$ cat src/rtl/pvmad_pkg.sv
package pvmad_pkg;

   localparam int OPW_INSTR = 64;

   // field positions inside the operation word
   localparam int F_SGN_A = 48;
   localparam int F_SGN_B = 49;
   localparam int F_BREG  = 50;
   localparam int F_CHK_A = 38;
   localparam int F_SEL_A = 36;
   localparam int F_CHK_B = 30;
   localparam int F_SEL_B = 28;
   localparam int F_SHF   = 51;
   localparam int F_SAT   = 55;
   localparam int F_CCEN  = 47;
   localparam int F_IMM   = 20;

   typedef enum logic [1:0] {
      SHF_NONE = 2'd0,
      SHF_LO   = 2'd1,
      SHF_HI   = 2'd2,
      SHF_RSV  = 2'd3
   } shf_e;

   typedef enum logic [1:0] {
      HSEL_LO   = 2'd0,
      HSEL_HI   = 2'd1,
      HSEL_WORD = 2'd2,
      HSEL_BAD  = 2'd3
   } hsel_e;

   typedef struct packed {
      logic       sgn_a;
      logic       sgn_b;
      logic       b_reg;
      logic       chk_a;
      logic       chk_b;
      logic       sat;
      logic       cc_en;
      logic [1:0] sel_a;
      logic [1:0] sel_b;
      shf_e       shf;
   } ctl_t;

   function automatic ctl_t decode(input logic [OPW_INSTR-1:0] w);
      ctl_t c;
      c.sgn_a = w[F_SGN_A];
      c.sgn_b = w[F_SGN_B];
      c.b_reg = w[F_BREG];
      c.chk_a = w[F_CHK_A];
      c.chk_b = w[F_CHK_B];
      c.sat   = w[F_SAT];
      c.cc_en = w[F_CCEN];
      c.sel_a = w[F_SEL_A +: 2];
      c.sel_b = w[F_SEL_B +: 2];
      c.shf   = shf_e'(w[F_SHF +: 2]);
      return c;
   endfunction

endpackage

$ cat src/rtl/pvmad_opsel.sv
module pvmad_opsel
   import pvmad_pkg::*;
#(
   parameter int DW  = 32,
   parameter int LW  = 8,
   parameter int OPW = DW/2 + 1
) (
   input  logic [DW-1:0]          val,
   input  logic                   chunk,
   input  logic [1:0]             sel,
   input  logic                   sgn,
   output logic signed [OPW-1:0]  opnd,
   output logic                   bad
);

   localparam int NL = DW / LW;
   localparam int HW = DW / 2;

   logic [LW-1:0] lane [NL];
   logic [LW-1:0] byte_v;
   logic [HW-1:0] half_v;
   logic          half_bad;

   generate
      for (genvar g = 0; g < NL; g++) begin : g_lane
         assign lane[g] = val[g*LW +: LW];
      end
   endgenerate

   assign byte_v = lane[sel];

   always_comb begin
      half_bad = 1'b0;
      half_v   = '0;
      case (hsel_e'(sel))
         HSEL_LO: half_v = val[HW-1:0];
         HSEL_HI: half_v = val[DW-1:HW];
         default: half_bad = 1'b1;
      endcase
   end

   always_comb begin
      if (!chunk) begin
         if (sgn) opnd = {{(OPW-LW){byte_v[LW-1]}}, byte_v};
         else     opnd = {{(OPW-LW){1'b0}}, byte_v};
      end else if (half_bad) begin
         opnd = '0;
      end else begin
         if (sgn) opnd = {{(OPW-HW){half_v[HW-1]}}, half_v};
         else     opnd = {{(OPW-HW){1'b0}}, half_v};
      end
   end

   assign bad = chunk & half_bad;

endmodule

$ cat src/rtl/pvmad_bsrc.sv
module pvmad_bsrc #(
   parameter int DW    = 32,
   parameter int LW    = 8,
   parameter int IMM_W = 16,
   parameter int OPW   = DW/2 + 1
) (
   input  logic [DW-1:0]          val,
   input  logic                   chunk,
   input  logic [1:0]             sel,
   input  logic                   sgn,
   input  logic                   from_reg,
   input  logic [IMM_W-1:0]       imm,
   output logic signed [OPW-1:0]  opnd,
   output logic                   bad
);

   logic signed [OPW-1:0] reg_op;
   logic signed [OPW-1:0] imm_op;
   logic                  reg_bad;

   pvmad_opsel #(.DW(DW), .LW(LW), .OPW(OPW)) u_sel (
      .val   (val),
      .chunk (chunk),
      .sel   (sel),
      .sgn   (sgn),
      .opnd  (reg_op),
      .bad   (reg_bad)
   );

   generate
      if (IMM_W < OPW) begin : g_imm_ext
         assign imm_op = sgn ? {{(OPW-IMM_W){imm[IMM_W-1]}}, imm}
                             : {{(OPW-IMM_W){1'b0}}, imm};
      end else begin : g_imm_full
         assign imm_op = imm;
      end
   endgenerate

   assign opnd = from_reg ? reg_op : imm_op;
   assign bad  = from_reg & reg_bad;

endmodule

$ cat src/rtl/pvmad_core.sv
module pvmad_core
   import pvmad_pkg::*;
#(
   parameter int DW     = 32,
   parameter int OPW    = DW/2 + 1,
   parameter int SH1    = 7,
   parameter int SH2    = 15,
   parameter bit SAT_EN = 1'b1
) (
   input  logic signed [OPW-1:0] opa,
   input  logic signed [OPW-1:0] opb,
   input  logic [DW-1:0]         addend,
   input  logic                  rsgn,
   input  shf_e                  shf,
   input  logic                  sat,
   output logic [DW-1:0]         res
);

   // product needs 2*OPW bits, the sum one more, plus a guard bit
   localparam int AW = 2*OPW + 2;

   localparam logic signed [AW-1:0] SMAX = {{(AW-DW+1){1'b0}}, {(DW-1){1'b1}}};
   localparam logic signed [AW-1:0] SMIN = {{(AW-DW+1){1'b1}}, {(DW-1){1'b0}}};
   localparam logic signed [AW-1:0] UMAX = {{(AW-DW){1'b0}}, {DW{1'b1}}};

   logic signed [AW-1:0] a_x, b_x, c_x;
   logic signed [AW-1:0] prod, sum, shifted;

   assign a_x  = {{(AW-OPW){opa[OPW-1]}}, opa};
   assign b_x  = {{(AW-OPW){opb[OPW-1]}}, opb};
   assign c_x  = rsgn ? {{(AW-DW){addend[DW-1]}}, addend}
                      : {{(AW-DW){1'b0}}, addend};
   assign prod = a_x * b_x;
   assign sum  = prod + c_x;

   always_comb begin
      case (shf)
         SHF_LO:  shifted = sum >>> SH1;
         SHF_HI:  shifted = sum >>> SH2;
         default: shifted = sum;
      endcase
   end

   generate
      if (SAT_EN) begin : g_sat
         always_comb begin
            res = shifted[DW-1:0];
            if (sat) begin
               if (rsgn) begin
                  if (shifted > SMAX)      res = SMAX[DW-1:0];
                  else if (shifted < SMIN) res = SMIN[DW-1:0];
               end else begin
                  if (shifted < 0)         res = '0;
                  else if (shifted > UMAX) res = UMAX[DW-1:0];
               end
            end
         end
      end else begin : g_wrap
         assign res = shifted[DW-1:0];
      end
   endgenerate

endmodule

$ cat src/rtl/pvmad_unit.sv
module pvmad_unit
   import pvmad_pkg::*;
#(
   parameter int DW     = 32,
   parameter int LW     = 8,
   parameter int IMM_W  = 16,
   parameter int SH1    = 7,
   parameter int SH2    = 15,
   parameter bit SAT_EN = 1'b1
) (
   input  logic                 clk,
   input  logic                 rst_n,
   input  logic                 in_valid,
   input  logic [OPW_INSTR-1:0] instr,
   input  logic [DW-1:0]        src_a,
   input  logic [DW-1:0]        src_b,
   input  logic [DW-1:0]        src_c,
   output logic                 res_valid,
   output logic [DW-1:0]        res_data,
   output logic                 res_err,
   output logic                 cc_we,
   output logic                 cc_zero,
   output logic                 cc_sign
);

   localparam int OPW = DW/2 + 1;

   generate
      if (DW / LW != 4 || DW % LW != 0) begin : g_chk_lanes
         $error("pvmad_unit: two-bit lane select needs exactly four lanes");
      end
      if (DW % 2 != 0) begin : g_chk_half
         $error("pvmad_unit: data width must be even");
      end
      if (IMM_W > DW/2 || F_IMM + IMM_W > OPW_INSTR) begin : g_chk_imm
         $error("pvmad_unit: immediate does not fit");
      end
      if (SH1 <= 0 || SH2 <= SH1 || SH2 >= DW) begin : g_chk_shift
         $error("pvmad_unit: shift amounts out of range");
      end
   endgenerate

   ctl_t                  ctl;
   logic signed [OPW-1:0] op_a, op_b;
   logic                  bad_a, bad_b;
   logic                  rsgn;
   logic [DW-1:0]         core_res;

   assign ctl  = decode(instr);
   assign rsgn = ctl.sgn_a | ctl.sgn_b;

   pvmad_opsel #(.DW(DW), .LW(LW), .OPW(OPW)) u_opa (
      .val   (src_a),
      .chunk (ctl.chk_a),
      .sel   (ctl.sel_a),
      .sgn   (ctl.sgn_a),
      .opnd  (op_a),
      .bad   (bad_a)
   );

   pvmad_bsrc #(.DW(DW), .LW(LW), .IMM_W(IMM_W), .OPW(OPW)) u_opb (
      .val      (src_b),
      .chunk    (ctl.chk_b),
      .sel      (ctl.sel_b),
      .sgn      (ctl.sgn_b),
      .from_reg (ctl.b_reg),
      .imm      (instr[F_IMM +: IMM_W]),
      .opnd     (op_b),
      .bad      (bad_b)
   );

   pvmad_core #(.DW(DW), .OPW(OPW), .SH1(SH1), .SH2(SH2), .SAT_EN(SAT_EN)) u_core (
      .opa    (op_a),
      .opb    (op_b),
      .addend (src_c),
      .rsgn   (rsgn),
      .shf    (ctl.shf),
      .sat    (ctl.sat),
      .res    (core_res)
   );

   always_ff @(posedge clk or negedge rst_n) begin
      if (!rst_n) begin
         res_valid <= 1'b0;
         res_data  <= '0;
         res_err   <= 1'b0;
         cc_we     <= 1'b0;
         cc_zero   <= 1'b0;
         cc_sign   <= 1'b0;
      end else begin
         res_valid <= in_valid;
         cc_we     <= in_valid & ctl.cc_en;
         if (in_valid) begin
            res_data <= core_res;
            res_err  <= bad_a | bad_b;
            cc_zero  <= (core_res == '0);
            cc_sign  <= core_res[DW-1];
         end
      end
   end

endmodule

$ cat config.mk
export PLATFORM = sky130hd
export DESIGN_NAME = pvmad_unit
export DESIGN_NICKNAME = d
export VERILOG_FILES = /design/src/rtl/pvmad_pkg.sv /design/src/rtl/pvmad_opsel.sv /design/src/rtl/pvmad_bsrc.sv /design/src/rtl/pvmad_core.sv /design/src/rtl/pvmad_unit.sv
export SDC_FILE = /design/constraint.sdc
export NUM_CORES = 1
export LEC_CHECK = 0
export ABC_AREA = 1
export BUFFER_PORTS_ARGS = -buffer_cell sky130_fd_sc_hd__buf_4
export CAP_MARGIN = 20
export CORE_ASPECT_RATIO = 2
export CORE_MARGIN = 2
export CORE_UTILIZATION = 30
export CTS_CLUSTER_SIZE = 20
export DETAILED_ROUTE_END_ITERATION = 10
export PLACE_DENSITY_LB_ADDON = 0.12
export RECOVER_POWER = 25
export SLEW_MARGIN = 20
export SYNTH_ARGS = -nofsm -noshare
export SYNTH_HDL_FRONTEND = slang
export SYNTH_SLANG_ARGS = --single-unit
$ cat constraint.sdc
create_clock -name clk -period 0.8 [get_ports clk]
set_input_delay 0 -clock clk [delete_from_list [all_inputs] [get_ports clk]]
set_output_delay 0 -clock clk [all_outputs]
set_load 0.05 [all_outputs]
==> results.json <==
{
  "avgRoutedWirePerCell_um": 18.6,
  "global_route_usage_over_all_layers_pct": 23.9,
  "detail_route.wirelength_um": 70000,
  "timing.final.max_slew_violations": 0,
  "io_pins": 200,
  "avgSynthCellArea_um2": 7.29,
  "final_net_count": 3623,
  "row_count": 124,
  "initial_core_util_pct": 30.3,
  "clock_skew_ns": 0,
  "post-synth-top-area-fraction_pct": 40.5,
  "critPathMaxStageDelay_ns": 0.69,
  "grt_overflow": 0,
  "failed_checks": "setup timing",
  "timing.max_cap.violations": 0,
  "worst-slew-pin-transition_ns": 0.574,
  "cts_max_path_buffers": 2,
  "timing.reg2reg.setup_slack_ns": 0,
  "detail_route.vias_per_cell": 4.60,
  "place_worst_setup_slack_ns": -7.22,
  "synth_enable_flop_cells": 0,
  "synth_seq_cells": 36,
  "worstRegToRegCells": 3,
  "place.gp.congestion": 0.932,
  "worstSetupPathType": "in -> reg",
  "drt.antenna.violating_nets": 0,
  "synth_warn": 0,
  "vias_in_the_first_global_route": 19607,
  "die_area_um2": 59900,
  "numCtsBuffers": 5,
  "totalNegativeSetupSlack_ns": -204.76,
  "min_path_type": "in -> async",
  "via_count_of_the_routed_design": 17284,
  "utilization_pct": 44.4,
  "setup_repair_after_global_routing_missed_its_margin": "yes",
  "flow.area_growth_from_synthesis_pct": 46.3,
  "period_minus_slack_ns": 7.15,
  "cell_type_with_the_highest_aggregate_area_in_the_netlist": "sky130_fd_sc_hd__fa_1",
  "slew_headroom_pct": 61.7,
  "async_flop_share_pct": 100,
  "clock_sink_total": 36,
  "clkTransAtPathRegs_ns": 0.06,
  "grt_antenna_before_repair": 0,
  "worst_ep_required_time_ns": 1.01,
  "crit_path_top_delay_cell": "sky130_fd_sc_hd__fa_2",
  "grt_pass1_wl_um": 108000,
  "critical_path_arrival_ns": 7.36,
  "first_pass_iters": 5,
  "clock_latency_at_the_later_pin_of_the_worst_skew_pair_ns": 0.28,
  "tritoncts": "built",
  "hold_viol": 0,
  "maximum_number_of_pins_on_one_net_before_global_route_repair": 37,
  "dieHeight_um": 344,
  "clock.fmax_ghz": 0.140,
  "timing.hold.ws_ns": 0.237,
  "drt_first_iter_violations": 621,
  "final-setup-viol-count": 71,
  "start_kind": "input pin",
  "synth.yosys.seq_area_share_pct": 5.19,
  "cts_htree_levels": 2,
  "dpl.hpwl_um": 62600,
  "timing.final.crit_share_pct": 894,
  "synth.lib_cells_used.distinct": 49,
  "drc": 0,
  "worst-path-max-fanout": 7,
  "numPortBuffers": 161,
  "mappedNetlistNets": 3003,
  "synth_cell_area_um2": 17400,
  "worstSetupEndpointType": "flip-flop",
  "fp.dieW_um": 174,
  "outcome": "finished, violations left",
  "drive_above_1_share_pct": 34.1,
  "clk_root_buf": "sky130_fd_sc_hd__clkbuf_16",
  "layout_setup_ws_ns": -6.35,
  "post_synth_inst_count": 2381,
  "post_synth_main_area_contributors": "sky130_fd_sc_hd__fa_1 (40%), sky130_fd_sc_hd__nand2_1 (13%), sky130_fd_sc_hd__inv_1 (13%)",
  "core_region_area_um2": 57200,
  "synth-main-ff-cell": "sky130_fd_sc_hd__dfrtp_1"
}
## stage by stage
step	instance area [um^2]	cells
after global placement	23300	3684
final	25400	3759
after floorplan	17800	2381
after detailed placement	23300	3684
after CTS	24800	3728
after global routing	25400	3758
## cell type report
type                    count  area [um^2]
fillers                  5890        31900
multi-input cells        1685        15300
repair buffers            672         5730
inverters                 600         2300
well taps                 756          946
flip-flops and latches     36          903
clock buffers               6          129
clock inverters             2         35.0
repair inverters            1         11.3
diodes                      1         2.50
## critical path, delay by kind of cell
kind	cells	cell delay (ns)
compound gates	7	1.00
fa+ha+maj	7	3.42
buf+inv	12	1.11
simple gates	17	1.78
## path summary, 6_finish.rpt
check,from,end
max in group asynchronous,rst_n,res_data[31]
hold / removal,rst_n,res_data[14]
setup reg to reg,res_data[25],res_data[25]
hold reg to reg,res_data[14],res_data[14]
setup / recovery,instr[36],cc_zero
min in group clk,in_valid,res_data[12]
## cells in the mapped netlist, drive strengths merged, types with 8 or more instances
| library cell | n |
|---|---|
| nand2 | 631 |
| inv | 592 |
| fa | 351 |
| nor2 | 253 |
| ha | 108 |
| o21ai | 75 |
| nand3 | 69 |
| clkbuf | 51 |
| a21oi | 40 |
| dfrtp | 36 |
| a31oi | 27 |
| or2 | 27 |
| xor2 | 14 |
| buf | 12 |
| nand3b | 9 |
| xnor2 | 9 |
| a211o | 8 |
| a221oi | 8 |
| clkinv | 8 |
| nor3 | 8 |
## registers in the layout, summed over array words and instances, names as in the netlist
signal and cells:
cc_we 1, res_valid 1, res_err 1, cc_zero 1
res_data 32
## per-layer routing
layer	part of all wire (%)	vias to the layer above	track usage, %
li1	-	8262	-
met3	2.6	212	1.51
met4	8.8	0	17.0
met1	31	8339	21.5
met2	57	471	49.3
met5	0	-	0
## layout by cell type (no fill, tap or decap), drive strengths merged, types with 14 or more instances in the layout
cell,netlist,layout
nor2,253,254
ha,108,108
buf,12,666
or2,27,27
fa,351,351
a31oi,27,27
dfrtp,36,36
o21ai,75,75
nand2,631,632
nand3,69,70
xor2,14,14
inv,592,590
a21oi,40,40
## cell families (layout without fill, tap and decap cells)
kind of cell | count (synthesis) | after routing | synth area share [%]
and+or+nand+nor | 1002 | 1005 | 23.9
buffers and inverters | 663 | 1281 | 14.5
muxes | 1 | 1 | 0.0649
DFF | 36 | 36 | 5.19
AOI/OAI and AO/OA | 197 | 197 | 6.96
adders and majority gates | 459 | 459 | 48.3
other | 0 | 1 | 0
xor gates and xnor gates | 23 | 23 | 1.16
## timing repair
action / in CTS / in global routing
gates cloned: 5 / 0
setup endpoints to repair: 71 / 71
pin swaps: 64 / 82
hold buffers: 2 / 0
setup buffers: 33 / 30
endpoints found under the hold margin: 37 / 0
resized for setup: 240 / 108
Power is left out: the tool's default activity adds up to more than one toggle a clock period on the data nets, which glitch-free logic cannot reach.
